$ cat src/rtl/fec_pad_pkg.sv
package fec_pad_pkg;

    typedef enum logic {
        FMT_LEGACY = 1'b0,
        FMT_NEW    = 1'b1
    } pad_fmt_e;

    // Number of format trackers run side by side.
    localparam int unsigned NUM_FMT = 2;

endpackage

$ cat src/rtl/fec_pad_phase_track.sv
// Tracks the inversion phase of one pad format and votes on every frame.
module fec_pad_phase_track #(
    parameter int unsigned          PAD_W    = 5,
    parameter logic [PAD_W-1:0]     BASE_PAD = '0,
    parameter int unsigned          RUN_LEN  = 1
) (
    input  logic             clk,
    input  logic             rst_n,
    input  logic             clr,
    input  logic             frame_vld,
    input  logic [PAD_W-1:0] pad,
    output logic             agree
);
    localparam int unsigned      POS_W    = (RUN_LEN > 1) ? $clog2(RUN_LEN) : 1;
    localparam logic [POS_W-1:0] LAST_POS = POS_W'(RUN_LEN - 1);

    typedef struct packed {
        logic             has_phase;
        logic             pol;
        logic [POS_W-1:0] pos;
    } trk_t;

    trk_t             trk_q, trk_d;
    logic [PAD_W-1:0] exp_pad;
    logic             take;
    logic             cur_pol;
    logic [POS_W-1:0] cur_pos;

    always_comb begin
        trk_d   = trk_q;
        agree   = 1'b0;
        take    = 1'b0;
        cur_pol = trk_q.pol;
        cur_pos = trk_q.pos;
        exp_pad = BASE_PAD ^ {PAD_W{trk_q.pol}};
        if (clr) begin
            trk_d = '0;
        end else if (frame_vld) begin
            if (trk_q.has_phase && (pad == exp_pad)) begin
                agree = 1'b1;
                take  = 1'b1;
            end else if ((pad == BASE_PAD) || (pad == ~BASE_PAD)) begin
                // first pad of a phase counts only when no phase was held
                agree   = ~trk_q.has_phase;
                take    = 1'b1;
                cur_pol = (pad != BASE_PAD);
                cur_pos = '0;
            end else begin
                trk_d = '0;
            end
            if (take) begin
                trk_d.has_phase = 1'b1;
                if (cur_pos == LAST_POS) begin
                    trk_d.pos = '0;
                    trk_d.pol = ~cur_pol;
                end else begin
                    trk_d.pos = cur_pos + 1'b1;
                    trk_d.pol = cur_pol;
                end
            end
        end
    end

    always_ff @(posedge clk or negedge rst_n) begin
        if (!rst_n) trk_q <= '0;
        else        trk_q <= trk_d;
    end

endmodule

$ cat src/rtl/fec_pad_run_ctr.sv
// Counts consecutive frames voting for one format and declares it.
module fec_pad_run_ctr
    import fec_pad_pkg::*;
#(
    parameter int unsigned AGREE_CNT = 8
) (
    input  logic clk,
    input  logic rst_n,
    input  logic clr,
    input  logic frame_vld,
    input  logic vote_legacy,
    input  logic vote_new,
    output logic locked,
    output logic is_new
);
    localparam int unsigned      CNT_W     = $clog2(AGREE_CNT + 1);
    localparam logic [CNT_W-1:0] AGREE_MAX = CNT_W'(AGREE_CNT);

    typedef struct packed {
        logic [CNT_W-1:0] cnt;
        pad_fmt_e         cand;
        logic             locked;
        pad_fmt_e         fmt;
    } run_t;

    run_t     run_q, run_d;
    pad_fmt_e vote_fmt;

    always_comb begin
        run_d    = run_q;
        vote_fmt = vote_new ? FMT_NEW : FMT_LEGACY;
        if (clr) begin
            run_d = '0;
        end else if (frame_vld) begin
            if (vote_legacy && vote_new) begin
                run_d.cnt = run_q.cnt;
            end else if (vote_legacy || vote_new) begin
                if ((run_q.cnt != '0) && (run_q.cand == vote_fmt)) begin
                    run_d.cnt = (run_q.cnt == AGREE_MAX) ? run_q.cnt : run_q.cnt + 1'b1;
                end else begin
                    run_d.cnt  = CNT_W'(1);
                    run_d.cand = vote_fmt;
                end
            end else begin
                run_d.cnt = '0;
            end
            if (run_d.cnt == AGREE_MAX) begin
                run_d.locked = 1'b1;
                run_d.fmt    = run_d.cand;
            end
        end
    end

    always_ff @(posedge clk or negedge rst_n) begin
        if (!rst_n) run_q <= '0;
        else        run_q <= run_d;
    end

    assign locked = run_q.locked;
    assign is_new = (run_q.fmt == FMT_NEW);

endmodule

$ cat src/rtl/fec_pad_monitor.sv
module fec_pad_monitor
    import fec_pad_pkg::*;
#(
    parameter int unsigned      PAD_W      = 5,
    parameter logic [PAD_W-1:0] LEGACY_PAD = 5'b00101,
    parameter int unsigned      LEGACY_RUN = 1,
    parameter logic [PAD_W-1:0] NEW_PAD    = 5'b01110,
    parameter int unsigned      NEW_RUN    = 2,
    parameter int unsigned      AGREE_CNT  = 8
) (
    input  logic             clk,
    input  logic             rst_n,
    input  logic             frame_vld,
    input  logic [PAD_W-1:0] pad_in,
    input  logic             local_fmt,
    input  logic             lof,
    input  logic             stat_rd,
    output logic             fmt_locked,
    output logic             fmt_is_new,
    output logic             fmt_mismatch
);
    typedef struct packed {
        logic mismatch;
    } stat_t;

    logic [NUM_FMT-1:0] votes;
    logic               locked_w;
    logic               is_new_w;
    stat_t              stat_q, stat_d;

    for (genvar g = 0; g < NUM_FMT; g++) begin : g_trk
        fec_pad_phase_track #(
            .PAD_W    (PAD_W),
            .BASE_PAD ((g == 0) ? LEGACY_PAD : NEW_PAD),
            .RUN_LEN  ((g == 0) ? LEGACY_RUN : NEW_RUN)
        ) u_trk (
            .clk       (clk),
            .rst_n     (rst_n),
            .clr       (lof),
            .frame_vld (frame_vld),
            .pad       (pad_in),
            .agree     (votes[g])
        );
    end

    fec_pad_run_ctr #(
        .AGREE_CNT (AGREE_CNT)
    ) u_run (
        .clk         (clk),
        .rst_n       (rst_n),
        .clr         (lof),
        .frame_vld   (frame_vld),
        .vote_legacy (votes[0]),
        .vote_new    (votes[1]),
        .locked      (locked_w),
        .is_new      (is_new_w)
    );

    always_comb begin
        stat_d          = stat_q;
        stat_d.mismatch = (locked_w && (is_new_w != local_fmt))
                        || (stat_q.mismatch && !stat_rd);
    end

    always_ff @(posedge clk or negedge rst_n) begin
        if (!rst_n) stat_q <= '0;
        else        stat_q <= stat_d;
    end

    assign fmt_locked   = locked_w;
    assign fmt_is_new   = is_new_w;
    assign fmt_mismatch = stat_q.mismatch;

endmodule

$ cat config.mk
export PLATFORM = sky130hd
export DESIGN_NAME = fec_pad_monitor
export DESIGN_NICKNAME = d
export VERILOG_FILES = /design/src/rtl/fec_pad_pkg.sv /design/src/rtl/fec_pad_phase_track.sv /design/src/rtl/fec_pad_run_ctr.sv /design/src/rtl/fec_pad_monitor.sv
export SDC_FILE = /design/constraint.sdc
export NUM_CORES = 1
export LEC_CHECK = 0
export ABC_AREA = 1
export BUFFER_PORTS_ARGS = -buffer_cell sky130_fd_sc_hd__buf_2
export CAP_MARGIN = 20
export CORE_ASPECT_RATIO = 1.5
export CORE_UTILIZATION = 34
export DETAILED_ROUTE_END_ITERATION = 7
export GPL_TIMING_DRIVEN = 0
export PLACE_DENSITY = 0.55
export SLEW_MARGIN = 25
export SYNTH_ARGS = -nofsm -noshare
export SYNTH_HDL_FRONTEND = slang
export SYNTH_SLANG_ARGS = --single-unit
$ cat constraint.sdc
create_clock -name clk -period 1.37 [get_ports clk]
set_input_delay 0.0685 -clock clk [delete_from_list [all_inputs] [get_ports clk]]
set_output_delay 0.0685 -clock clk [all_outputs]
set_load 0.02 [all_outputs]
======== After elaboration in Yosys (flattened, before gate mapping) ========
Index checks and enable logic that the tools add are counted.
storage, ports and cells
  input port bits ......................... 11
  output and inout bits ................... 3
  logic and storage cells ................. 110
  register bits after elaboration ......... 14
operators by class
  add/subtract/negate cells ............... 3
  bitwise operators ....................... 6
  equality and inequality tests ........... 16
  mux-type cells .......................... 57
  reductions and logical operators ........ 17
operator list
  cell                 number
  $mux 1               36
  $mux 3               10
  $mux 4               6
  $mux 7               2
  $ne 3x3->1 const B   4
  $eq 5x5->1           2
  $eq 5x5->1 const B   2
  $eq 4x4->1 const B   2
  $logic_and 1x1->1    6
  $mux 2               3
  $reduce_and 3->1     2
  $eq 5x3->1 const B   1
  $eq 5x4->1 const B   1
  $ne 5x3->1 const B   1
  $ne 5x4->1 const B   1
  $add 4x1->4 const B  1
  $logic_or 1x1->1     4
  $not 1->1            4
  $reduce_bool 2->1    2
  $reduce_bool 4->1    1
  $not 3->3            1
  $add 1x1->1 const B  2
  $not 2->2            1
  $reduce_and 2->1     1
  3 further kinds      3

======== Logic depth before layout (Yosys ltp) ========
  depth after elaboration ................. 18
  mapped depth ............................ 13
  mapped depth without buffers ............ 13

======== Modules after synthesis ========
A second synthesis with hierarchy kept.
second synthesis, totals
  cells, all modules ...................... 154
  area, all modules ....................... 1013.5 µm²
modules (own cells, without submodules)
  module                                area an instance (µm²)  cells each  times used  seq. area each (µm²)
  fec_pad_run_ctr                       531.8                   75          1           175.2
  fec_pad_phase_track (g_trk[1].u_trk)  239.0                   39          1           75.1
  fec_pad_phase_track (g_trk[0].u_trk)  186.4                   31          1           50.0
  fec_pad_monitor                       56.3                    9           1           25.0

======== Worst setup path after synthesis ========
Ideal clock, no wire load.
  path kind ............................... reg-to-reg
  from .................................... register u_run.run_q[3] in the netlist's numbering
  to ...................................... register u_run.run_q, in the netlist u_run.is_new
  arrival time ............................ 1.397 ns
  cell stages (with the launch flop) ...... 14
  path slack .............................. -0.145 ns
  setup time .............................. 0.118 ns
  required time ........................... 1.252 ns
  buffers on the path ..................... 0
  clock period less this slack ............ 1.515 ns
  cells stage by stage .................... dfrtp_1 > inv_1 > ha_1 > inv_1 > nor2_1 > nand3_1 > o21ai_0 > nand3_1 > nand2_1 > inv_1 > nor2_1 > nand2_1 > nand3_1 > nand2_1
between the ends
  word-level cells in the longest chain between the ends .. 10
  elaborated cells on any way between the ends .. 19
  classes of those cells .................. 1 x add/sub; 2 x eq/ne; 12 x mux; 4 x reduce/logical
RTL lines
  what                                                RTL line                                      source
  start: declaration                                  fec_pad_run_ctr.sv:26                         run_t run_q, run_d;
  start signal: assignment                            fec_pad_run_ctr.sv:56                         else run_q <= run_d;
  $add 4x1->4, or another cell as far along           fec_pad_run_ctr.sv:39                         run_d.cnt = (run_q.cnt == AGREE_MAX) ? run_q.cnt : run_q.cnt + 1'b1;
  $mux 4 / $logic_and 1x1->1 (equally long branches)  fec_pad_run_ctr.sv:39, fec_pad_run_ctr.sv:38
  $mux 4                                              fec_pad_run_ctr.sv:38                         if ((run_q.cnt != '0) && (run_q.cand == vote_fmt)) begin
  $mux 4                                              fec_pad_run_ctr.sv:37                         end else if (vote_legacy || vote_new) begin
  $mux 4                                              fec_pad_run_ctr.sv:35                         if (vote_legacy && vote_new) begin
  $mux 4                                              fec_pad_run_ctr.sv:34                         end else if (frame_vld) begin
  $mux 4                                              fec_pad_run_ctr.sv:32                         if (clr) begin
  $eq 4x4->1                                          fec_pad_run_ctr.sv:47                         if (run_d.cnt == AGREE_MAX) begin
  $reduce_bool 2->1 (no line)                         n/a
  $reduce_and 2->1 (no line)                          n/a
Several ways; a longest one is shown, not always the timed one. The select of a mux whose other input is x is not followed.
A chain may end at the register's enable or synchronous reset.

======== Worst setup path after layout ========
  from .................................... register g_trk[1].u_trk.trk_q, in the netlist g_trk[1].u_trk.exp_pad[0]
  to ...................................... register u_run.run_q, in the netlist u_run.is_new
between the ends
  word-level cells in the longest chain between the ends .. 17
  elaborated cells on any way between the ends .. 25
  classes of those cells .................. 3 x eq/ne; 15 x mux; 1 x bitwise; 6 x reduce/logical
RTL lines
  what                         RTL line                   source
  start: declaration           fec_pad_phase_track.sv:23  trk_t trk_q, trk_d;
  start signal: assignment     fec_pad_phase_track.sv:66  else trk_q <= trk_d;
  $not 3->3 (no line)          n/a
  $eq 5x5->1 *                 fec_pad_phase_track.sv:39  if (trk_q.has_phase && (pad == exp_pad)) begin
  $logic_and 1x1->1 *          fec_pad_phase_track.sv:39
  $mux 1 *                     fec_pad_phase_track.sv:39
  $mux 1 *                     fec_pad_phase_track.sv:38  end else if (frame_vld) begin
  $mux 1 *                     fec_pad_phase_track.sv:36  if (clr) begin
  $mux 1                       fec_pad_run_ctr.sv:31      vote_fmt = vote_new ? FMT_NEW : FMT_LEGACY;
  $eq 1x1->1                   fec_pad_run_ctr.sv:38
  $logic_and 1x1->1            fec_pad_run_ctr.sv:38
  $mux 4                       fec_pad_run_ctr.sv:38
  $mux 4                       fec_pad_run_ctr.sv:37
  $mux 4                       fec_pad_run_ctr.sv:35
  $mux 4                       fec_pad_run_ctr.sv:34
  $mux 4                       fec_pad_run_ctr.sv:32
  $eq 4x4->1                   fec_pad_run_ctr.sv:47
  $reduce_bool 2->1 (no line)  n/a
  $reduce_and 2->1 (no line)   n/a
Every way passes the cells marked *; elsewhere a longest branch is shown, timed or not. The select of a mux whose other input is x is not followed.

==> impl_metrics.tcl <==
set metrics [dict create \
    status "complete, but fails checks" \
    violations "negative setup slack" \
    hold_path_class "input port to flip-flop" \
    cts_root_buf "clkbuf_4" \
    finalClockSkew_ns 0.00391 \
    drive_gt1_share_pct 37.6 \
    grt_pass1_vias 911 \
    drt-initial-drc-count 12 \
    synthesis.nets 124 \
    htreeDepth 1 \
    rows 21 \
    arrival_ns 1.83 \
    netlist-cell-type-count 20 \
    num-fill-cells 220 \
    drv_cap 0 \
    area_growth_pct 46.6 \
    post_layout_nonfiller_instances 172 \
    finalMaxSlewViolations 0 \
    multi_input_area_um2 484 \
    crit_type "flip-flop to flip-flop" \
    cp_max_fo 3 \
    startpoint "g_trk[1].u_trk.exp_pad[0]$_DFFE_PN0P_" \
    async_flop_share_pct 100 \
    leakage_nw 0.614 \
    ir_drop_v 0.000394 \
    placed_cells 147 \
    rsz0062_at_grt "true" \
    timing.fmax_ghz 0.604 \
    core-area_um2 2260 \
    ys_seq_area_share_pct 39.2 \
    numPortBuffers 13 \
    synth-edff-count 0 \
    avgSynthCellArea_um2 7.47 \
    hpwl_um 1430 \
    critPathCaptureType "flip-flop" \
    grt_first_pass_wirelength_um 3640 \
    clockBufferDepth 2 \
    first_pass_iters 4 \
    fp.dieW_um 42.3 \
    synth_cells 111 \
    drt-vias-per-instance 5.13 \
    worstHoldStart "lof" \
    setup_slack_ns -0.285 \
    overflow 0 \
    cts_tree "done" \
    synth_seq_cells 13 \
    clock-sinks 13 \
    detail-route-antenna-nets 0 \
    synthTopCellsByArea "dfrtp_1, inv_1, nand2_1" \
    layout_min_cycle_time_ns 1.65 \
    post_drt_wl_per_cell_um 12.6 \
    synth-main-ff-cell "dfrtp_1" \
    grt_use_total_pct 17.2 \
    grt_max_degree 14 \
    insertion_delay_ns 0.28 \
    cts.clk_slew.worst_paths_ns 0.08 \
    num_antenna_cells 0 \
    power_uw 741 \
    seqCellArea_um2 325 \
    wl_um 2170 \
    syn_area_um2 830 \
    r2r_start "g_trk[1].u_trk.exp_pad[0]$_DFFE_PN0P_" \
    required_ns 1.55 \
    slew-limit-headroom_pct 61.4 \
    die_area_um2 2650 \
    finalSetupViolCount 6 \
    initial_utilization_pct 36.7 \
    worstMarginPinSlew_ns 0.576 \
    synthTopCellsByCount "inv_1, nand2_1, nand3_1, dfrtp_1, nor2_1" \
    cts_buffers 3 \
    p_per_area_nw_per_um2 609 \
    start_kind "flip-flop" \
    synth_top_area_share_pct 39.2 \
    drc 0 \
    yosysWarnings 0 \
    period_share_pct 121 \
    dieHeight_um 62.5 \
    place.gp.congestion 0.738 \
    synth_top_area_cell "dfrtp_1" \
    vias 883 \
    final_hold_viol_count 0 \
    nets 163 \
    antenna_found_initial 0 \
    yosysMostFrequentCell "inv_1" \
    pin_count 14 \
]
-- placed cells by master (no fill, tap or decap), types with 2 or more instances in the layout --
cell and count:
nand3_2 5, o21ai_0 3, nand3b_1 2, buf_6 10, xnor2_1 2, clkbuf_4 3
buf_2 13, dfrtp_1 13, inv_1 19, buf_4 8, ha_1 2, nand4_1 5
nor2_1 7, nand3_1 12, nand2_1 16, dlygate4sd3_1 3, o22ai_1 3, inv_2 3
nor2_2 3, nand2_2 3
-- kinds of logic (layout without fill, tap and decap cells) --
group           after synthesis  in the layout  share of synthesized area (%)
simple gates                 57             57                           34.1
buf+inv                      22             60                           9.95
flops                        13             13                           39.2
xor+xnor                      3              3                           3.17
compound gates               14             14                           10.6
fa+ha+maj                     2              2                           3.02
-- what timing repair did --
item / CTS / global route
endpoints found under the setup margin: 5 / 8
hold buffers: 3 / 0
resized for setup: 15 / 14
buffers inserted: 17 / 4
pin swaps: 5 / 11
hold endpoints to repair: 15 / 0
-- flip-flops by register name, summed over array words and instances, names as in the netlist --
| register | flops |
|---|---|
| u_run.run_q | 5 |
| g_trk.u_trk.trk_q | 3 |
| g_trk.u_trk.exp_pad | 2 |
| fmt_mismatch | 1 |
| u_run.is_new | 1 |
| u_run.locked | 1 |
-- worst max-delay path: stages, from the launching register on --
cell and delay [ns]:
dfrtp_1 0.38, nand2_1 0.06, nand3b_1 0.21, nand3_2 0.15
nand3_4 0.12, nand2_4 0.13, nand3_2 0.10, nor3_2 0.19
nand2_1 0.09, nand3_1 0.07, nand2_1 0.05
-- power by group --
group / switching [mW] / internal, mW / total, mW
Combinational: 0.0682 / 0.0441 / 0.112
Clock: 0.131 / 0.108 / 0.239
Sequential: 0.00282 / 0.387 / 0.390
-- routing by layer --
layer	wire [µm]	part of all wire, %	track usage (%)
met1	792	37	18.3
met5	0	0	0
met2	1300	60	34.4
met4	42	1.9	4.69
met3	35	1.6	0.867
-- stage by stage --
stage	setup TNS [ns]	hold WS, ns	area (µm²)	utilization [%]	setup WS (ns)
finish	-1.16	0.0129	1220	53.8	-0.285
global placement	-0.541	-0.0267	926	41.0	-0.272
global route	-2.07	0.0264	1220	53.8	-0.418
detailed placement	-0.704	-0.0229	926	41.0	-0.316
CTS	-0.899	0.0135	1170	51.6	-0.234
floorplan	-0.0845	-0.227	832	-	-0.0821
-- area by class of cell --
type                    count  area share (%)
multi-input cells          76            39.8
repair buffers             34            22.0
inverters                  22            6.79
clock buffers               3            1.85
flip-flops and latches     13            26.7
clock inverters             1           0.412
well taps                  23            2.37
-- worst paths after layout --
path / slack (ns) / cells after the start / end
setup / recovery: -0.28 / 10 / u_run.is_new$_DFFE_PN0P_
hold / removal: 0.01 / 2 / g_trk[0].u_trk.exp_pad[1]$_DFFE_PN0P_
setup reg to reg: -0.28 / 10 / u_run.is_new$_DFFE_PN0P_
hold reg to reg: 0.53 / 2 / fmt_mismatch$_DFF_PN0_
max in group asynchronous: 0.94 / 2 / u_run.run_q[4]$_DFFE_PN0P_
min in group asynchronous: 0.19 / 2 / u_run.run_q[5]$_DFFE_PN0P_
Note: power is estimated with default switching activity, not from simulation.
